**src/rtl/xmem_pkg.sv**
```systemverilog
package xmem_pkg;
  typedef enum logic [1:0] {K_CODE, K_READ, K_WRITE} acc_kind_t;
  typedef enum logic [1:0] {S_IDLE, S_BUS, S_LOCAL} seq_state_t;
  localparam int ALE_PHASES  = 2;
  localparam int ADDR_HOLD   = 1;
  localparam int RD_FIRST    = 3;
  localparam int WR_FIRST    = 4;
endpackage

```
**src/rtl/xmem_sequencer.sv**
```systemverilog
module xmem_sequencer
  import xmem_pkg::*;
#(
  parameter int DATA_W     = 8,
  parameter int CYCLE_CLKS = 12
) (
  input  logic                  clk,
  input  logic                  rst_n,
  input  logic                  req_valid,
  output logic                  req_ready,
  input  logic [2*DATA_W-1:0]   req_addr,
  input  logic                  req_we,
  input  logic                  req_code,
  input  logic [DATA_W-1:0]     req_wdata,
  input  logic                  ext_code_n,
  input  logic [DATA_W-1:0]     lo_pin_in,
  output logic                  rsp_valid,
  output logic [DATA_W-1:0]     rsp_rdata,
  output logic                  in_bus,
  output logic [$clog2(CYCLE_CLKS)-1:0] phase,
  output acc_kind_t             kind,
  output logic [2*DATA_W-1:0]   addr_q,
  output logic [DATA_W-1:0]     wdata_q
);
  localparam int PH_W = $clog2(CYCLE_CLKS);
  localparam logic [PH_W-1:0] PH_LAST   = PH_W'(CYCLE_CLKS - 1);
  localparam logic [PH_W-1:0] PH_SAMPLE = PH_W'(CYCLE_CLKS - 3);

  seq_state_t state;
  logic       take;

  assign req_ready = (state == S_IDLE);
  assign take      = req_valid && req_ready;
  assign in_bus    = (state == S_BUS);
  assign rsp_valid = (state == S_LOCAL) || (in_bus && phase == PH_LAST);

  always_ff @(posedge clk) begin
    if (!rst_n) begin
      state     <= S_IDLE;
      phase     <= '0;
      kind      <= K_READ;
      addr_q    <= '0;
      wdata_q   <= '0;
      rsp_rdata <= '0;
    end else begin
      case (state)
        S_IDLE: if (take) begin
          addr_q  <= req_addr;
          wdata_q <= req_wdata;
          phase   <= '0;
          kind    <= req_code ? K_CODE : (req_we ? K_WRITE : K_READ);
          if (req_code && ext_code_n) begin
            state     <= S_LOCAL;
            rsp_rdata <= '1;
          end else begin
            state <= S_BUS;
          end
        end
        S_BUS: begin
          if (phase == PH_SAMPLE && kind != K_WRITE) rsp_rdata <= lo_pin_in;
          if (phase == PH_LAST) state <= S_IDLE;
          else                  phase <= phase + 1'b1;
        end
        default: state <= S_IDLE;
      endcase
    end
  end

  assert_ack_single_R7: assert property (@(posedge clk) disable iff (!rst_n)
    rsp_valid |=> !rsp_valid);
  assert_no_take_busy_R10: assert property (@(posedge clk) disable iff (!rst_n)
    (in_bus && phase != PH_LAST) |=> (in_bus && $stable(addr_q)));
  assert_ack_not_ready_R7: assert property (@(posedge clk) disable iff (!rst_n)
    rsp_valid |-> !req_ready);
endmodule

```
**src/rtl/xmem_strobe_gen.sv**
```systemverilog
module xmem_strobe_gen
  import xmem_pkg::*;
#(
  parameter int CYCLE_CLKS = 12
) (
  input  logic                          clk,
  input  logic                          rst_n,
  input  logic                          in_bus,
  input  logic [$clog2(CYCLE_CLKS)-1:0] phase,
  input  acc_kind_t                     kind,
  output logic                          ale,
  output logic                          addr_drive,
  output logic                          wdata_drive,
  output logic                          psen_n,
  output logic                          rd_n,
  output logic                          wr_n
);
  localparam int PH_W = $clog2(CYCLE_CLKS);
  localparam logic [PH_W-1:0] PH_ALE_END  = PH_W'(ALE_PHASES);
  localparam logic [PH_W-1:0] PH_ADDR_END = PH_W'(ALE_PHASES + ADDR_HOLD);
  localparam logic [PH_W-1:0] PH_RD_FIRST = PH_W'(RD_FIRST);
  localparam logic [PH_W-1:0] PH_WR_FIRST = PH_W'(WR_FIRST);
  localparam logic [PH_W-1:0] PH_STB_LAST = PH_W'(CYCLE_CLKS - 3);
  localparam logic [PH_W-1:0] PH_WD_LAST  = PH_W'(CYCLE_CLKS - 2);

  logic rd_window, wr_window;

  always_comb begin
    rd_window   = in_bus && phase >= PH_RD_FIRST && phase <= PH_STB_LAST;
    wr_window   = in_bus && phase >= PH_WR_FIRST && phase <= PH_STB_LAST;
    ale         = in_bus && phase < PH_ALE_END;
    addr_drive  = in_bus && phase < PH_ADDR_END;
    wdata_drive = in_bus && kind == K_WRITE &&
                  phase >= PH_RD_FIRST && phase <= PH_WD_LAST;
    psen_n      = !(rd_window && kind == K_CODE);
    rd_n        = !(rd_window && kind == K_READ);
    wr_n        = !(wr_window && kind == K_WRITE);
  end

  assert_one_strobe_R4: assert property (@(posedge clk) disable iff (!rst_n)
    $countones({~psen_n, ~rd_n, ~wr_n, ale}) <= 1);
  assert_wr_has_data_R6: assert property (@(posedge clk) disable iff (!rst_n)
    (!wr_n) |=> wdata_drive);
endmodule

```
**src/rtl/xmem_port_mux.sv**
```systemverilog
module xmem_port_mux #(
  parameter int DATA_W = 8
) (
  input  logic                in_bus,
  input  logic                addr_drive,
  input  logic                wdata_drive,
  input  logic [2*DATA_W-1:0] addr_q,
  input  logic [DATA_W-1:0]   wdata_q,
  input  logic [DATA_W-1:0]   gpio_lo_out,
  input  logic                gpio_lo_oe,
  input  logic [DATA_W-1:0]   gpio_hi_out,
  input  logic                gpio_hi_oe,
  output logic [DATA_W-1:0]   lo_pin_out,
  output logic                lo_pin_oe,
  output logic [DATA_W-1:0]   hi_pin_out,
  output logic                hi_pin_oe
);
  always_comb begin
    if (addr_drive)       lo_pin_out = addr_q[DATA_W-1:0];
    else if (wdata_drive) lo_pin_out = wdata_q;
    else if (in_bus)      lo_pin_out = '0;
    else                  lo_pin_out = gpio_lo_out;
    lo_pin_oe  = addr_drive || wdata_drive || (!in_bus && gpio_lo_oe);
    hi_pin_out = in_bus ? addr_q[2*DATA_W-1:DATA_W] : gpio_hi_out;
    hi_pin_oe  = in_bus || gpio_hi_oe;
  end
endmodule

```
**src/rtl/xmem_bus_if.sv**
```systemverilog
module xmem_bus_if
  import xmem_pkg::*;
#(
  parameter int DATA_W     = 8,
  parameter int CYCLE_CLKS = 12
) (
  input  logic                clk,
  input  logic                rst_n,
  input  logic                req_valid,
  output logic                req_ready,
  input  logic [2*DATA_W-1:0] req_addr,
  input  logic                req_we,
  input  logic                req_code,
  input  logic [DATA_W-1:0]   req_wdata,
  output logic                rsp_valid,
  output logic [DATA_W-1:0]   rsp_rdata,
  input  logic                ext_code_n,
  input  logic [DATA_W-1:0]   gpio_lo_out,
  input  logic                gpio_lo_oe,
  input  logic [DATA_W-1:0]   gpio_hi_out,
  input  logic                gpio_hi_oe,
  input  logic [DATA_W-1:0]   lo_pin_in,
  output logic [DATA_W-1:0]   lo_pin_out,
  output logic                lo_pin_oe,
  output logic [DATA_W-1:0]   hi_pin_out,
  output logic                hi_pin_oe,
  output logic                ale,
  output logic                psen_n,
  output logic                rd_n,
  output logic                wr_n
);
  localparam int PH_W = $clog2(CYCLE_CLKS);

  logic                in_bus, addr_drive, wdata_drive;
  logic [PH_W-1:0]     phase;
  acc_kind_t           kind;
  logic [2*DATA_W-1:0] addr_q;
  logic [DATA_W-1:0]   wdata_q;

  xmem_sequencer #(.DATA_W(DATA_W), .CYCLE_CLKS(CYCLE_CLKS)) u_seq (
    .clk(clk), .rst_n(rst_n), .req_valid(req_valid), .req_ready(req_ready),
    .req_addr(req_addr), .req_we(req_we), .req_code(req_code),
    .req_wdata(req_wdata), .ext_code_n(ext_code_n), .lo_pin_in(lo_pin_in),
    .rsp_valid(rsp_valid), .rsp_rdata(rsp_rdata), .in_bus(in_bus),
    .phase(phase), .kind(kind), .addr_q(addr_q), .wdata_q(wdata_q)
  );

  xmem_strobe_gen #(.CYCLE_CLKS(CYCLE_CLKS)) u_stb (
    .clk(clk), .rst_n(rst_n), .in_bus(in_bus), .phase(phase), .kind(kind),
    .ale(ale), .addr_drive(addr_drive), .wdata_drive(wdata_drive),
    .psen_n(psen_n), .rd_n(rd_n), .wr_n(wr_n)
  );

  xmem_port_mux #(.DATA_W(DATA_W)) u_mux (
    .in_bus(in_bus), .addr_drive(addr_drive), .wdata_drive(wdata_drive),
    .addr_q(addr_q), .wdata_q(wdata_q),
    .gpio_lo_out(gpio_lo_out), .gpio_lo_oe(gpio_lo_oe),
    .gpio_hi_out(gpio_hi_out), .gpio_hi_oe(gpio_hi_oe),
    .lo_pin_out(lo_pin_out), .lo_pin_oe(lo_pin_oe),
    .hi_pin_out(hi_pin_out), .hi_pin_oe(hi_pin_oe)
  );

  assert_addr_hold_R2: assert property (@(posedge clk) disable iff (!rst_n)
    $fell(ale) |-> (lo_pin_oe && lo_pin_out == $past(lo_pin_out)));
  assert_read_float_R5: assert property (@(posedge clk) disable iff (!rst_n)
    (!rd_n || !psen_n) |-> !lo_pin_oe);
  assert_ale_addr_R2: assert property (@(posedge clk) disable iff (!rst_n)
    ale |-> (lo_pin_oe && hi_pin_oe));
endmodule

```
**config.mk**
```make
export PLATFORM = sky130hd
export DESIGN_NAME = xmem_bus_if
export DESIGN_NICKNAME = d
export VERILOG_FILES = /design/src/rtl/xmem_pkg.sv /design/src/rtl/xmem_sequencer.sv /design/src/rtl/xmem_strobe_gen.sv /design/src/rtl/xmem_port_mux.sv /design/src/rtl/xmem_bus_if.sv
export SDC_FILE = /design/constraint.sdc
export NUM_CORES = 1
export LEC_CHECK = 0
export BUFFER_PORTS_ARGS = -buffer_cell sky130_fd_sc_hd__buf_4
export CORE_MARGIN = 1
export CORE_UTILIZATION = 42
export CTS_CLUSTER_DIAMETER = 50
export DETAILED_ROUTE_END_ITERATION = 6
export GPL_ROUTABILITY_DRIVEN = 0
export PLACE_DENSITY = 0.74
export SYNTH_ARGS = -nofsm -noshare
export SYNTH_HDL_FRONTEND = slang
export SYNTH_SLANG_ARGS = --single-unit
```
**constraint.sdc**
```tcl
create_clock -name clk -period 1.79 [get_ports clk]
set_input_delay 0.179 -clock clk [delete_from_list [all_inputs] [get_ports clk]]
set_output_delay 0.179 -clock clk [all_outputs]
set_load 0.1 [all_outputs]
```
==> flow_metrics.tcl <==
set metrics [dict create \
    vias 2450 \
    htree_levels 2 \
    fin_ws_ns -0.0925 \
    io_pins 88 \
    synth-seq-area-share 0.366 \
    p_total_mw 2.76 \
    relSlewSlack 0.715 \
    fin_setup_tns_ns -0.470 \
    synth_fp_nets 335 \
    critPathKind "register to output port" \
    nets 432 \
    core-area_um2 4880 \
    final_max_slew_viol_count 0 \
    maxCapViolCount 0 \
    clk_latency_ns 0.29 \
    synth_fa_ha_area_frac 0.0172 \
    vdd_drop_max_v 0.000425 \
    synthCells 276 \
    grt_pass1_vias 2384 \
    antenna_left 0 \
    dieArea_um2 5500 \
    leakagePower_nw 1.47 \
    tightest_slew_ns 0.424 \
    worstSetupEndpointType "output port" \
    synth_xor_area_frac 0 \
    start_kind "register" \
    drt_iter0_drc 166 \
    status "finished, violations left" \
    hp-class "primary input to register" \
    synth_cell_types 38 \
    swShare 0.402 \
    grt_pass1_wl_um 11100 \
    finalNonFillerCells 441 \
    cts.sinks 40 \
    ys_warn_count 0 \
    synth_ff_type "dfxtp_1" \
    cts_buffer_depth 2 \
    antenna_cells 0 \
    avgViaCountPerCell 5.56 \
    ys_ff_latch 40 \
    synthMuxAreaShare 0 \
    cts_made_buffers 5 \
    rows 25 \
    grt_max_degree 41 \
    drcViolationCount 0 \
    die_h_um 74.1 \
    drive_gt1_frac 0.447 \
    grt.total_usage 0.263 \
    synth_edf_count 0 \
    cts_tree "built" \
    antenna_found_initial 0 \
    p_per_area_nw_per_um2 753 \
    synthToLayoutAreaGrowth_pct 67.7 \
    synth_top_area_frac 0.366 \
    skew_ns 0.00210 \
    p_sw_mw 1.11 \
    io_buffers 87 \
    postCtsHoldBufs 0 \
    wire_per_inst_um 16.6 \
    max_freq_ghz 0.531 \
    ys_async_sr_fraction 0 \
    drt-pass1-iter-count 4 \
    fin_crit_ns 1.88 \
    fin_crit_sh 1.05 \
    worstPathMaxFanout 5 \
    fill_cells 370 \
    worst_ep_arrival_time_ns 1.70 \
    fp.dieW_um 74.1 \
    routed_wl_um 7320 \
    cp_data_required_time_ns 1.61 \
    rsz0062_at_grt "yes" \
    sequentialPowerShare 0.360 \
    clockPowerShare 0.229 \
    dp_cells 424 \
    synth_simple_gate_area_frac 0.238 \
    gr-total-overflow 0 \
    setup_viol 10 \
    syn_avg_cell_area_um2 7.92 \
    p_int_mw 1.65 \
    clkTransAtPathRegs_ns 0.08 \
    power_frac_comb 0.411 \
    initial_core_util 0.448 \
    yosys.area.top_type "dfxtp_1" \
    root_buffer "clkbuf_8" \
    ys_top_cells_by_area "dfxtp_1 37%, nand2_1 13%, a21boi_0 9.6%, a211oi_1 5.5%, a32oi_1 3.2%" \
    syn_area_um2 2190 \
    synth_compound_area_frac 0.306 \
    finalHoldViolCount 0 \
    dp_hpwl_um 4420 \
    violations "setup timing" \
    synth_top_family_by_area "compound AO/OA/AOI/OAI gates" \
]
[cells in the mapped netlist, drive strengths merged, types with 2 or more instances]
cell type / n
buf: 17
o211ai: 4
a211oi: 16
nor3b: 2
a32oi: 8
clkbuf: 5
inv: 12
nand3: 5
dfxtp: 40
nor2: 12
o41ai: 8
nand2: 77
nand2b: 5
o21ai: 3
o31ai: 8
a21boi: 29
a21o: 2
ha: 3
nand3b: 4
nor2b: 3
[registers in the layout, summed over array words and instances (netlist names)]
| register | flops |
|---|---|
| u_seq.addr_q | 16 |
| u_seq.rsp_rdata | 8 |
| u_seq.wdata_q | 8 |
| u_seq.phase | 4 |
| u_seq.kind | 2 |
| u_seq.state | 2 |
[final timing paths]
check | slack (ns) | to | start | cells after the start
setup / recovery | -0.09 | rd_n | u_seq.phase[0]$_SDFFE_PN0P_ | 6
hold / removal | 0.12 | u_seq.kind[0]$_SDFFE_PN1P_ | req_we | 2
setup reg to reg | 0.15 | u_seq.rsp_rdata[5]$_SDFFE_PN0P_ | u_seq.state[1]$_SDFFE_PN0P_ | 4
hold reg to reg | 0.46 | u_seq.wdata_q[3]$_SDFFE_PN0P_ | u_seq.wdata_q[3]$_SDFFE_PN0P_ | 2
[area by class of cell]
class,instances,area (um^2),area share
Sequential cell,40,813,0.222
Multi-Input combinational cell,203,1590,0.434
Clock buffer,6,82.6,0.0225
Timing Repair Buffer,111,1030,0.282
Inverter,12,50.0,0.0137
Clock inverter,2,10.0,0.00273
Tap cell,67,83.8,0.0229
[timing repair]
| item | in CTS | in global routing |
|---|---|---|
| pin swaps | 11 | 8 |
| buffers inserted | 5 | 2 |
| cloned | 1 | 1 |
| endpoints found under the setup margin | 13 | 22 |
| gates resized for setup | 54 | 28 |
[kinds of logic after synthesis]
logic type	Yosys count
compound gates	85
fa+ha+maj	3
buf+inv	34
flops	40
simple gates	114
[cells in the final DEF, fill, tap and decap left out, drive strengths merged, types with 2 or more instances in the layout]
master / count
buf: 111
nand2: 78
dfxtp: 40
a21boi: 29
a211oi: 16
inv: 12
nor2: 12
o31ai: 8
o41ai: 8
a32oi: 8
clkbuf: 6
nand3: 5
nand2b: 5
nand3b: 4
o211ai: 4
ha: 3
nor2b: 3
o21ai: 3
nor3b: 2
a21o: 2
clkinv: 2
[critical path, stage by stage, from the launching register on]
cell	delay [ns]
dfxtp_4	0.39
inv_4	0.07
ha_4	0.14
o21bai_4	0.08
a2111oi_4	0.42
nand2_2	0.12
buf_12	0.18
[per-stage QoR]
step,area (um^2),hold WS (ns),util,setup WS (ns)
3_3_place_gp,3130,0.427,0.641,0.0222
6_report,3670,0.118,0.751,-0.0925
4_1_cts,3530,0.115,0.723,-0.0817
2_1_floorplan,2370,0.305,-,-0.259
3_5_place_dp,3130,0.430,0.641,0.00798
5_1_grt,3670,0.126,0.751,-0.151
[power groups by stage]
stage | clock network, mW | logic (mW) | registers, mW
final | 0.633 | 1.13 | 0.994
after global routing | 0.677 | 1.19 | 1.00
after CTS | 0.643 | 1.08 | 0.989
after detailed placement | 0 | 0.989 | 1.01
after global placement | 0 | 0.979 | 1.01
after floorplan | 0 | 0.631 | 1.10
[routing by layer]
metal  wire length (um)  global-route usage
met5                  0                   0
met4                146              0.0962
met3                355              0.0515
met2               3760               0.460
met1               3050               0.320
Note: power is estimated with default switching activity, not from simulation.
